### config.mk
export PLATFORM = sky130hd
export DESIGN_NAME = spi_bitclk_div
export DESIGN_NICKNAME = d
export VERILOG_FILES = /design/src/rtl/spi_div_pkg.sv /design/src/rtl/spi_div_ctrl.sv /design/src/rtl/spi_div_dp.sv /design/src/rtl/spi_bitclk_div.sv
export SDC_FILE = /design/constraint.sdc
export NUM_CORES = 1
export LEC_CHECK = 0
export ABC_AREA = 1
export BUFFER_PORTS_ARGS = -buffer_cell sky130_fd_sc_hd__buf_2
export CORE_ASPECT_RATIO = 0.8
export CORE_MARGIN = 2
export CORE_UTILIZATION = 45
export DETAILED_ROUTE_END_ITERATION = 8
export PLACE_DENSITY = 0.66
export SLEW_MARGIN = 20
export SYNTH_ARGS = -nofsm -noshare
export SYNTH_HDL_FRONTEND = slang
export SYNTH_SLANG_ARGS = --single-unit
### constraint.sdc
create_clock -name clk -period 1.4 [get_ports clk]
set_clock_uncertainty 0.05 [all_clocks]
set_input_delay 0 -clock clk [delete_from_list [all_inputs] [get_ports clk]]
set_output_delay 0 -clock clk [all_outputs]
set_load 0.02 [all_outputs]
### src/rtl/spi_div_pkg.sv
package spi_div_pkg;
  // Strobes from the control counter to the clock-phase datapath.
  typedef struct packed {
    logic hold;    // clear phase, reload divider codes
    logic toggle;  // half-period boundary reached
  } divStrobe_t;
endpackage

### src/rtl/spi_div_ctrl.sv
module spi_div_ctrl
  import spi_div_pkg::*;
#(
  parameter int POW_W = 3,
  parameter int LIN_W = 8,
  parameter int CNT_W = 8
) (
  input  logic             clk,
  input  logic             rstN,
  input  logic             enable,
  input  logic             burstStart,
  input  logic             pathSel,
  input  logic [POW_W-1:0] powCode,
  input  logic [LIN_W-1:0] linCode,
  output divStrobe_t       strobe
);
  logic [CNT_W:0]   powSpan;
  logic [CNT_W-1:0] nextLast;
  logic [CNT_W-1:0] lastCnt;
  logic [CNT_W-1:0] cnt;

  // Half period minus one: power-of-two path is 2^(N+1)-1, linear path is N.
  always_comb begin
    powSpan  = (CNT_W+1)'(1) << ({1'b0, powCode} + 1'b1);
    nextLast = pathSel ? CNT_W'(linCode) : CNT_W'(powSpan - 1'b1);
  end

  assign strobe.hold   = !enable || burstStart;
  assign strobe.toggle = !strobe.hold && (cnt == lastCnt);

  always_ff @(posedge clk or negedge rstN) begin
    if (!rstN) begin
      cnt     <= '0;
      lastCnt <= '0;
    end else if (strobe.hold) begin
      cnt     <= '0;
      lastCnt <= nextLast;
    end else if (cnt == lastCnt) begin
      cnt <= '0;
    end else begin
      cnt <= cnt + 1'b1;
    end
  end

  // codes are frozen while running
  a_r7_codes_frozen: assert property (@(posedge clk) disable iff (!rstN)
    !strobe.hold |=> $stable(lastCnt));
  // the count never runs past the sampled limit
  a_r3_count_in_range: assert property (@(posedge clk) disable iff (!rstN)
    cnt <= lastCnt);
  // a hold always leaves the counter cleared
  a_r5_hold_clears: assert property (@(posedge clk) disable iff (!rstN)
    strobe.hold |=> (cnt == '0));
endmodule

### src/rtl/spi_div_dp.sv
module spi_div_dp
  import spi_div_pkg::*;
(
  input  logic       clk,
  input  logic       rstN,
  input  divStrobe_t strobe,
  input  logic       idlePol,
  output logic       sclk,
  output logic       leadPulse,
  output logic       trailPulse
);
  logic phase;  // 0 = idle level, 1 = active level
  logic tickQ;

  always_ff @(posedge clk or negedge rstN) begin
    if (!rstN) begin
      phase <= 1'b0;
      tickQ <= 1'b0;
    end else if (strobe.hold) begin
      phase <= 1'b0;
      tickQ <= 1'b0;
    end else if (strobe.toggle) begin
      phase <= ~phase;
      tickQ <= 1'b1;
    end else begin
      tickQ <= 1'b0;
    end
  end

  assign sclk       = phase ^ idlePol;
  assign leadPulse  = tickQ & phase;
  assign trailPulse = tickQ & ~phase;

  // every strobe coincides with a level change of the serial clock
  a_r8_strobe_moves_clock: assert property (@(posedge clk) disable iff (!rstN)
    tickQ |-> (phase != $past(phase)));
  // a strobe never repeats on consecutive cycles of the same kind
  a_r8_lead_single: assert property (@(posedge clk) disable iff (!rstN)
    leadPulse |=> !leadPulse);
  // a restart yields idle with no strobe on the next cycle
  a_r6_restart_idle: assert property (@(posedge clk) disable iff (!rstN)
    strobe.hold |=> (!tickQ && !phase));
endmodule

### src/rtl/spi_bitclk_div.sv
module spi_bitclk_div
  import spi_div_pkg::*;
#(
  parameter int POW_W = 3,
  parameter int LIN_W = 8
) (
  input  logic             clk,
  input  logic             rstN,
  input  logic             enable,
  input  logic             burstStart,
  input  logic             pathSel,
  input  logic [POW_W-1:0] powCode,
  input  logic [LIN_W-1:0] linCode,
  input  logic             idlePol,
  output logic             sclk,
  output logic             leadPulse,
  output logic             trailPulse
);
  // Counter must hold the largest half period minus one of either path.
  localparam int POW_MAX_EXP = 2 ** POW_W;
  localparam int CNT_W = (POW_MAX_EXP > LIN_W) ? POW_MAX_EXP : LIN_W;

  divStrobe_t strobe;

  spi_div_ctrl #(.POW_W(POW_W), .LIN_W(LIN_W), .CNT_W(CNT_W)) u_ctrl (
    .clk(clk), .rstN(rstN), .enable(enable), .burstStart(burstStart),
    .pathSel(pathSel), .powCode(powCode), .linCode(linCode), .strobe(strobe)
  );

  spi_div_dp u_dp (
    .clk(clk), .rstN(rstN), .strobe(strobe), .idlePol(idlePol),
    .sclk(sclk), .leadPulse(leadPulse), .trailPulse(trailPulse)
  );

  // outputs quiet and at idle under reset
  always_comb begin
    if (!rstN) begin
      a_r1_reset_quiet: assert (sclk == idlePol && !leadPulse && !trailPulse);
    end
  end
endmodule

==> flow_metrics.py <==
metrics = {
    "clocking": {
        "htreeDepth": 1,
        "cts.sink_count": 18,
        "cts_buffers": 3,
        "root_buffer": "clkbuf_4",
        "path_clk_slew_ns": 0.10,
        "clkLatencyLatePin_ns": 0.29,
        "cts_tree": "yes",
        "cts_max_path_buffers": 2,
    },
    "power": {
        "p_leak_uw": 0.000748,
        "finalPower_uw": 1060,
        "p_per_area_mw_per_mm2": 723,
        "ir_worst_vdd_uv": 509,
    },
    "sta": {
        "setup_viol": 0,
        "finalHoldViolations": 0,
        "period_minus_slack_ns": 1.36,
        "drv_slew": 0,
        "worst_slack_ns": 0.0354,
        "fmax_ghz": 0.733,
        "fin_crit_sh_pct": 97.5,
        "rsz0062_at_grt": "no",
        "fin_tns_setup_ns": 0,
    },
    "logic_synthesis": {
        "async_flop_share_pct": 100,
        "ys_seq_area_share_pct": 37.7,
        "synth_edf_count": 0,
        "synth-main-ff-cell": "dfrtp_1",
        "synth_top_area_share_pct": 37.7,
        "syn_area_mm2": 0.00120,
        "synthCells": 175,
        "synth_top_area_cell": "dfrtp_1",
        "yosysUniqueCellTypes": 25,
        "yosys_warnings": 0,
        "synth.area.top_cells": "dfrtp_1 38%, nand2_1 18%, inv_1 8.5%",
        "yosysMostFrequentCell": "nand2_1",
        "synth_common_cells": "57 x nand2_1, 27 x inv_1, 19 x nor2_1",
        "synth.avg_cell_area_um2": 6.84,
        "synth-seq-cells": 18,
        "syn_nets": 194,
    },
    "job": {
        "drv_cap": 0,
    },
    "worst_setup_path": {
        "crit_type": "input port to register",
        "cp-start-kind": "input port",
        "critPathTopFamily": "buffers and inverters",
        "path_cells": "dlygate4sd3_1 > buf_2 > a211oi_1 > a21oi_1 > dlygate4sd3_1",
        "critPathCaptureType": "register",
        "cp_max_fo": 1,
        "worst_path_max_delay_cell": "dlygate4sd3_1",
        "arrival_ns": 1.50,
        "crit_top_cell": "dlygate4sd3_1",
        "critPathBufInv": 3,
        "required_ns": 1.53,
        "cpPeakStageDelay_ns": 0.55,
    },
    "route": {
        "wirelength_um": 2480,
        "viasPerCell": 4.65,
        "vias": 1129,
        "ant_nets": 0,
        "avgRoutedWirePerCell_um": 10.2,
        "drc": 0,
        "dr.pass1.iters": 4,
        "drt_iter0_drc": 52,
    },
    "global_routing": {
        "grt_pass1_wl_um": 4370,
        "grt_max_degree": 19,
        "overflow": 0,
        "antenna_found_initial": 0,
        "grt_usage_pct": 18.9,
        "grt_pass1_vias": 1014,
    },
    "floorplan": {
        "pin_count": 20,
        "core_area_mm2": 0.00248,
        "dieArea_mm2": 0.00309,
        "initial_utilization_pct": 48.2,
        "die_h_um": 50.1,
        "fp-row-count": 16,
        "fp.dieW_um": 61.6,
    },
    "cells_and_area": {
        "fill_cells": 263,
        "layout-drive-gt1-share_pct": 18.4,
        "ff_latch_area_um2": 455,
        "n_antenna_cell": 0,
        "multiInputGateArea_um2": 624,
        "layout.nets": 228,
        "area_delta_synth_final_pct": 23.1,
    },
    "placement": {
        "routabilityCongestion": 0.797,
        "dp.final_hpwl_um": 1830,
        "portBuffers": 19,
        "dp_slack_ns": 0.0655,
    },
    "run_status": {
        "outcome": "finished, final reports clean",
    },
    "hold_path": {
        "hold_path.class": "input port to register",
    },
}
## power by group
part           internal (µW)  total (µW)  switching (µW)
combinational            106         237             131
sequential               548         575            27.1
clock                    100         252             152
total                    754        1060             311
## state kept, by name, summed over array words and instances, names as in the netlist
register,flops
u_ctrl.cnt,8
u_ctrl.lastCnt,8
u_dp.phase,1
u_dp.tickQ,1
## metrics by stage
step                utilization, %  area [µm²]  hold slack (ns)  std cells
floorplan                        -        1200           -0.346        175
detailed placement            52.8        1310          -0.0907        227
global route                  59.3        1470           0.0163        243
finish                        59.3        1470          0.00512        243
CTS                           58.1        1440          0.00592        241
global placement              52.8        1310          -0.0903        227
## worst min-delay path: cells and delay by family
family,cells,cell delay [ns]
buf+inv,1,0.10
simple gates,3,0.22
## final timing paths
path / slack [ns] / cells after the start / end / from
hold / removal: 0.005 / 4 / u_ctrl.cnt[1] / burstStart
setup reg to reg: 0.13 / 3 / u_ctrl.lastCnt[5] / u_ctrl.lastCnt[5]
setup / recovery: 0.04 / 5 / u_ctrl.lastCnt[5] / linCode[5]
max in group asynchronous: 0.88 / 2 / u_ctrl.cnt[1] / rstN
min in group asynchronous: 0.11 / 2 / u_ctrl.lastCnt[0] / rstN
hold reg to reg: 0.45 / 1 / u_ctrl.cnt[0] / u_ctrl.cnt[0]
## logic make-up after synthesis
kind of cell / Yosys count / synth area share (%)
xor gates and xnor gates: 9 / 6.59
DFF: 18 / 37.7
AOI/OAI and AO/OA: 21 / 9.94
other: 1 / 0.314
buffers and inverters: 31 / 11.0
adders and majority gates: 2 / 2.09
and+or+nand+nor: 93 / 32.4
## repair_timing
item                                    in CTS  in global routing
hold endpoints to repair                    27                  0
hold buffers                                11                  0
buffers inserted                             0                  2
resized for setup                            0                  8
endpoints found under the setup margin       0                 10
## layout by cell type (no fill, tap or decap), drive strengths merged
master / Yosys / routed
nand2: 59 / 59
nor3: 2 / 2
xor2: 6 / 6
nand4: 1 / 1
dlygate4sd3: 0 / 11
clkbuf: 0 / 3
a21oi: 6 / 6
conb: 1 / 1
nand3: 9 / 9
ha: 2 / 2
o21ai: 9 / 9
nor2: 22 / 22
xnor2: 3 / 3
inv: 28 / 28
o21bai: 1 / 1
o211ai: 2 / 2
dfrtp: 18 / 18
a211oi: 2 / 2
buf: 3 / 21
o22ai: 1 / 1
## layer usage
layer	GRT usage [%]	share of wire, %	up-vias
li1	-	-	603
met1	27.0	50	499
met2	28.9	46	25
met3	4.72	3.4	2
met4	3.19	0.85	0
met5	0	0	-
## cell type report
type	count	area share (%)
Clock buffer	3	1.53
Inverter	28	7.14
Multi-Input combinational cell	126	42.4
Sequential cell	18	30.9
Tap cell	36	3.06
Timing Repair Buffer	32	15.0
No activity file was read; power rests on OpenSTA's default activity.
